`src/rtl/dla_pkg.sv`:
```
package dla_pkg;
  localparam int unsigned DLA_DATA_W = 32;
  localparam int unsigned DLA_LANES  = DLA_DATA_W / 8;

  // Width encoding doubles as the bus size code
  typedef enum logic [1:0] {
    WID_BYTE = 2'd0,
    WID_HALF = 2'd1,
    WID_WORD = 2'd2
  } wid_e;

  // Reserved code 3 maps to a full word
  function automatic wid_e decode_wid(input logic [1:0] code);
    return (code == 2'd3) ? WID_WORD : wid_e'(code);
  endfunction

  function automatic wid_e narrower(input wid_e a, input wid_e b);
    return (a < b) ? a : b;
  endfunction

  // Keep only the low bits of width w, zero above
  function automatic logic [DLA_DATA_W-1:0] keep_low(input logic [DLA_DATA_W-1:0] d,
                                                     input wid_e w);
    logic [DLA_DATA_W-1:0] r;
    r = '0;
    case (w)
      WID_BYTE: r[7:0]  = d[7:0];
      WID_HALF: r[15:0] = d[15:0];
      default:  r       = d;
    endcase
    return r;
  endfunction
endpackage

```
`src/rtl/dla_width_decode.sv`:
```
module dla_width_decode
  import dla_pkg::*;
(
  input  logic [1:0] src_code,
  input  logic [1:0] dst_code,
  output wid_e       src_w,
  output wid_e       dst_w,
  output logic [1:0] size_code
);
  assign src_w     = decode_wid(src_code);
  assign dst_w     = decode_wid(dst_code);
  assign size_code = 2'(dst_w);
endmodule

```
`src/rtl/dla_lane_resize.sv`:
```
module dla_lane_resize
  import dla_pkg::*;
(
  input  logic [DLA_DATA_W-1:0] rd_data,
  input  wid_e                  src_w,
  input  wid_e                  dst_w,
  output logic [DLA_DATA_W-1:0] lanes
);
  logic [DLA_DATA_W-1:0] item;

  // Fit item to the smaller of the two widths: truncate or zero-extend
  assign item = keep_low(rd_data, narrower(src_w, dst_w));

  // Copy narrow items onto every lane
  for (genvar i = 0; i < DLA_LANES; i++) begin : g_lane
    localparam int HSEL = i % 2;
    assign lanes[8*i +: 8] = (dst_w == WID_BYTE) ? item[7:0] :
                             (dst_w == WID_HALF) ? item[8*HSEL +: 8] :
                                                   item[8*i +: 8];
  end
endmodule

```
`src/rtl/dla_addr_align.sv`:
```
module dla_addr_align
  import dla_pkg::*;
#(
  parameter int unsigned ADDR_W = 32
) (
  input  logic [ADDR_W-1:0] addr_in,
  input  wid_e              dst_w,
  output logic [ADDR_W-1:0] addr_out
);
  // clear the low address bits below the transfer size
  always_comb begin
    addr_out = addr_in;
    case (dst_w)
      WID_HALF: addr_out[0]   = 1'b0;
      WID_WORD: addr_out[1:0] = 2'b00;
      default:  ;
    endcase
  end
endmodule

```
`src/rtl/dla_out_stage.sv`:
```
module dla_out_stage
  import dla_pkg::*;
#(
  parameter int unsigned ADDR_W = 32
) (
  input  logic                  clk,
  input  logic                  rst_n,
  input  logic                  load,
  input  logic [DLA_DATA_W-1:0] data_in,
  input  logic [1:0]            size_in,
  input  logic [ADDR_W-1:0]     addr_in,
  output logic                  wr_valid,
  output logic [DLA_DATA_W-1:0] wr_data,
  output logic [1:0]            wr_size,
  output logic [ADDR_W-1:0]     wr_addr
);
  always_ff @(posedge clk) begin
    if (!rst_n) begin
      wr_valid <= 1'b0;
      wr_data  <= '0;
      wr_size  <= 2'd0;
      wr_addr  <= '0;
    end else begin
      wr_valid <= load;
      if (load) begin          // hold otherwise
        wr_data <= data_in;
        wr_size <= size_in;
        wr_addr <= addr_in;
      end
    end
  end

  AST_WRITE_FOLLOWS_READ: assert property (@(posedge clk) disable iff (!rst_n)
    load |=> wr_valid);
  AST_NO_SPURIOUS_WRITE: assert property (@(posedge clk) disable iff (!rst_n)
    !load |=> !wr_valid);
  AST_HOLD_WHEN_IDLE: assert property (@(posedge clk) disable iff (!rst_n)
    !load |=> ($stable(wr_data) && $stable(wr_size) && $stable(wr_addr)));
  AST_SIZE_LEGAL: assert property (@(posedge clk) disable iff (!rst_n)
    wr_size != 2'd3);
  AST_BYTE_REPLICATED: assert property (@(posedge clk) disable iff (!rst_n)
    (wr_valid && wr_size == 2'd0) |-> (wr_data[31:24] == wr_data[7:0] &&
      wr_data[23:16] == wr_data[7:0] && wr_data[15:8] == wr_data[7:0]));
  AST_HALF_REPLICATED: assert property (@(posedge clk) disable iff (!rst_n)
    (wr_valid && wr_size == 2'd1) |-> (wr_data[31:16] == wr_data[15:0]));
  AST_WORD_ALIGNED: assert property (@(posedge clk) disable iff (!rst_n)
    (wr_valid && wr_size == 2'd2) |-> (wr_addr[1:0] == 2'b00));
  AST_HALF_ALIGNED: assert property (@(posedge clk) disable iff (!rst_n)
    (wr_valid && wr_size == 2'd1) |-> (wr_addr[0] == 1'b0));
endmodule

```
`src/rtl/dma_lane_adapter.sv`:
```
module dma_lane_adapter
  import dla_pkg::*;
#(
  parameter int unsigned ADDR_W = 32
) (
  input  logic                  clk,
  input  logic                  rst_n,
  input  logic                  rd_valid,
  input  logic [1:0]            src_width,
  input  logic [1:0]            dst_width,
  input  logic [DLA_DATA_W-1:0] rd_data,
  input  logic [ADDR_W-1:0]     dst_addr,
  output logic                  wr_valid,
  output logic [DLA_DATA_W-1:0] wr_data,
  output logic [1:0]            wr_size,
  output logic [ADDR_W-1:0]     wr_addr
);
  wid_e                  src_w;
  wid_e                  dst_w;
  logic [1:0]            size_c;
  logic [DLA_DATA_W-1:0] lanes_c;
  logic [ADDR_W-1:0]     addr_c;

  dla_width_decode u_dec (
    .src_code (src_width),
    .dst_code (dst_width),
    .src_w    (src_w),
    .dst_w    (dst_w),
    .size_code(size_c)
  );

  dla_lane_resize u_resize (
    .rd_data(rd_data),
    .src_w  (src_w),
    .dst_w  (dst_w),
    .lanes  (lanes_c)
  );

  dla_addr_align #(.ADDR_W(ADDR_W)) u_align (
    .addr_in (dst_addr),
    .dst_w   (dst_w),
    .addr_out(addr_c)
  );

  dla_out_stage #(.ADDR_W(ADDR_W)) u_out (
    .clk     (clk),
    .rst_n   (rst_n),
    .load    (rd_valid),
    .data_in (lanes_c),
    .size_in (size_c),
    .addr_in (addr_c),
    .wr_valid(wr_valid),
    .wr_data (wr_data),
    .wr_size (wr_size),
    .wr_addr (wr_addr)
  );
endmodule

```
`config.mk`:
```
export PLATFORM = sky130hd
export DESIGN_NAME = dma_lane_adapter
export DESIGN_NICKNAME = d
export VERILOG_FILES = /design/src/rtl/dla_pkg.sv /design/src/rtl/dla_width_decode.sv /design/src/rtl/dla_lane_resize.sv /design/src/rtl/dla_addr_align.sv /design/src/rtl/dla_out_stage.sv /design/src/rtl/dma_lane_adapter.sv
export SDC_FILE = /design/constraint.sdc
export NUM_CORES = 1
export LEC_CHECK = 0
export BUFFER_PORTS_ARGS = -buffer_cell sky130_fd_sc_hd__buf_2
export CAP_MARGIN = 20
export CORE_MARGIN = 3
export CORE_UTILIZATION = 41
export DETAILED_ROUTE_END_ITERATION = 7
export GPL_TIMING_DRIVEN = 0
export HOLD_SLACK_MARGIN = 0.12
export MAX_ROUTING_LAYER = met4
export PLACE_DENSITY = 0.79
export REMOVE_ABC_BUFFERS = 1
export SKIP_LAST_GASP = 1
export SLEW_MARGIN = 20
export SYNTH_ARGS = -nofsm -noshare
export SYNTH_HDL_FRONTEND = slang
export SYNTH_SLANG_ARGS = --single-unit
```
`constraint.sdc`:
```
create_clock -name clk -period 2 [get_ports clk]
set_clock_uncertainty 0.1 [all_clocks]
set_input_delay 0.3 -clock clk [delete_from_list [all_inputs] [get_ports clk]]
set_output_delay 0.3 -clock clk [all_outputs]
set_load 0.05 [all_outputs]
```
==> key figures <==
Power
  • Pwr per Cell Area: 848 nW/um^2
  • Pleak: 0.00192 uW
  • Max VDD drop: 0.554 mV
  • Total Power: 3310 uW

STA
  • Final min period: 1.56 ns
  • Slew @ Worst Pin: 0.835 ns
  • Max-slew violations: 0
  • Final worst setup slack: 0.444 ns
  • Final setup viols: 0
  • Slew HR: 0.443
  • Final worst path period share: 0.778
  • RSZ-0062 raised after global routing: false
  • Final hold vios: 0
  • F_max: 643 MHz

Yosys
  • Sequential cell area fraction in the yosys report: 0.492
  • Async SR Flop Fraction: 0
  • Number of synthesized register bits: 67
  • Leading area contributor after synthesis: dfxtp_1
  • Area share of the leading cell type in the synthesized netlist: 0.492
  • Unique masters post-synth: 31
  • Post-Syn Area per Cell: 9.56 um^2
  • Most frequent cell after synthesis: dfxtp_1
  • YS warnings: 0
  • Primary FF master, synth: dfxtp_1
  • EDFF count, synth: 0
  • Synthesized area: 2730 um^2
  • Synth top cells by count: dfxtp_1 (67), nor2_1 (49), mux2i_1 (40), a21oi_1 (16), o21ai_0 (16)
  • Synth top area cells: dfxtp_1 (49%), mux2i_1 (15%), nor2_1 (6.7%)
  • Cells after Synth: 285

Die
  • Core area: 6390 um^2
  • DIE AREA: 7660 um^2
  • Die height: 87.5 um
  • # IOs: 138
  • Initial core utilization: 0.427
  • Die X: 87.5 um
  • FP Rows: 29

Clock network
  • Worst-Skew Late Latency: 0.33 ns
  • TritonCTS clock tree: built
  • Bufs on Longest Clock Path: 2
  • CTS Buf Count: 9
  • Post CTS Setup Buffer Count: 0
  • Clock slew at reported path FFs: 0.07 ns
  • Clk sinks: 67
  • Htree depth: 3
  • Root Buffer Master: clkbuf_8
  • Post-CTS sizing: 0

Outcome
  • Run status: complete, no violations

Worst setup path
  • Crit-path leading delay family: simple AND/OR/NAND/NOR gates
  • Cell Chain, Critical Path: buf_2 -> and2_1 -> a21oi_1 -> a211oi_1
  • Slowest cell on crit path: and2_1
  • Crit Path Category: in -> reg
  • Critical Path Max Stage Delay: 0.69 ns
  • Worst EP required: 2.14 ns
  • CP Launch Type: input pin
  • CP endpoint kind: flip-flop
  • Crit path buffers/inverters: 1
  • Reg2reg setup slack: 1.20 ns
  • Crit-path max FO: 16
  • Critical Path AT: 1.69 ns

Route
  • Router iterations before antenna repair: 5
  • WL per Instance: 14.8 um
  • 1st-iter DRT viols: 108
  • Routed via count: 2661
  • Wirelength, routed: 7780 um
  • Final ANT Viol Nets: 0
  • Vias/cell: 5.07
  • DRC violations left: 0

Run
  • Maxcap violations: 0

Global routing
  • Global route total overflow: 0
  • All-Layer GR Usage: 0.216
  • Largest net degree at the start of global routing: 51
  • Global-route wire length before repair: 12600 um
  • Vias in the first global route: 2697
  • Initial antenna violation count: 0

Final layout
  • Fillers: 586
  • Nets: 515
  • Diodes inserted: 0
  • P&R area growth vs syn: 43.3%
  • Layout cells sized above 1: 0.353

Placement
  • Post-place setup slack: 0.0828 ns
  • Gpl congestion: 0.786
  • HPWL after DPL: 4970 um
  • IO Port Bufs: 137

Min path
  • HP Class: in -> reg
## metrics by stage
stage | TNS (ns) | cell area [um^2] | std cells | utilization | hold WS (ns)
finish | 0 | 3900 | 525 | 0.611 | 0.135
global route | 0 | 3900 | 525 | 0.611 | 0.124
CTS | 0 | 3900 | 525 | 0.611 | 0.121
detailed placement | 0 | 3360 | 474 | 0.526 | 0.361
global placement | -14.71 | 3340 | 473 | 0.523 | 0.353
floorplan | 0 | 2550 | 259 | - | 0.296
## layout make-up
| type | count | area [um^2] | share of cell area |
|---|---|---|---|
| Inverter | 1 | 3.75 | 0.000962 |
| Multi-Input combinational cell | 191 | 1210 | 0.310 |
| Tap cell | 77 | 96.3 | 0.0247 |
| Sequential cell | 67 | 1340 | 0.344 |
| Timing Repair Buffer | 173 | 1060 | 0.271 |
| Clock inverter | 5 | 52.6 | 0.0135 |
| Clock buffer | 11 | 141 | 0.0362 |
## logic make-up (layout without fill, tap and decap cells)
| group | count (synthesis) | after routing | synth area share |
|---|---|---|---|
| multiplexers | 40 | 40 | 0.147 |
| AO/OA/AOI/OAI | 66 | 66 | 0.153 |
| flip-flops | 67 | 67 | 0.492 |
| adder cells (fa/ha/maj) | 1 | 1 | 0.00459 |
| AND/OR/NAND/NOR | 84 | 84 | 0.139 |
| buffers and inverters | 27 | 190 | 0.0638 |
## worst reg2reg max path, stage by stage (launching register included)
cell and delay (ns):
dfxtp_1 0.32, mux2i_1 0.14, nor2_1 0.08
## report_power, final
part	switching (uW)	internal [uW]
Sequential	40.7	1420
Clock	494	604
Combinational	507	246
Total	1040	2270
## path summary, 6_finish.rpt
check                                 startpoint                              to  depth (start not counted)
hold / removal                        rd_data[5]   u_out.wr_data[5]$_SDFFE_PN0P_                          3
setup reg to reg  u_out.wr_addr[19]$_SDFFE_PN0P_  u_out.wr_addr[19]$_SDFFE_PN0P_                          2
setup / recovery                    dst_width[1]  u_out.wr_data[18]$_SDFFE_PN0P_                          4
hold reg to reg    u_out.wr_addr[1]$_SDFFE_PN0P_   u_out.wr_addr[1]$_SDFFE_PN0P_                          2
## timing repair
action,CTS,global route
endpoints found under the hold margin,35,0
hold buffers,35,0
endpoints found under the setup margin,0,0
## per-layer routing
metal  global-route usage  wire length [um]
met1                0.250              3270
met2                0.356              3810
met3               0.0643               609
met5                    -                 0
met4               0.0725                89
## cell usage in the layout, fill, tap and decap left out, drive strengths merged
| master | instances |
|---|---|
| buf | 138 |
| dfxtp | 67 |
| nor2 | 49 |
| mux2i | 40 |
| dlygate4sd3 | 35 |
| a21oi | 18 |
| o21ai | 16 |
| clkbuf | 11 |
| nand3 | 9 |
| nand2 | 8 |
| a21boi | 8 |
| a31oi | 8 |
| a211oi | 8 |
| o2111ai | 8 |
| nor2b | 6 |
| and2b | 4 |
| nand2b | 3 |
| clkinv | 3 |
| and2 | 2 |
| inv | 1 |
| nand3b | 1 |
| or3 | 1 |
| or2 | 1 |
| ha | 1 |
| clkinvlp | 1 |
| bufinv | 1 |
## state kept, by name (all words and copies together) (netlist names)
signal          count
u_out.wr_addr      32
u_out.wr_data      32
u_out.wr_valid      1
u_out.wr_size       2
No activity file was read; power rests on OpenSTA's default activity.
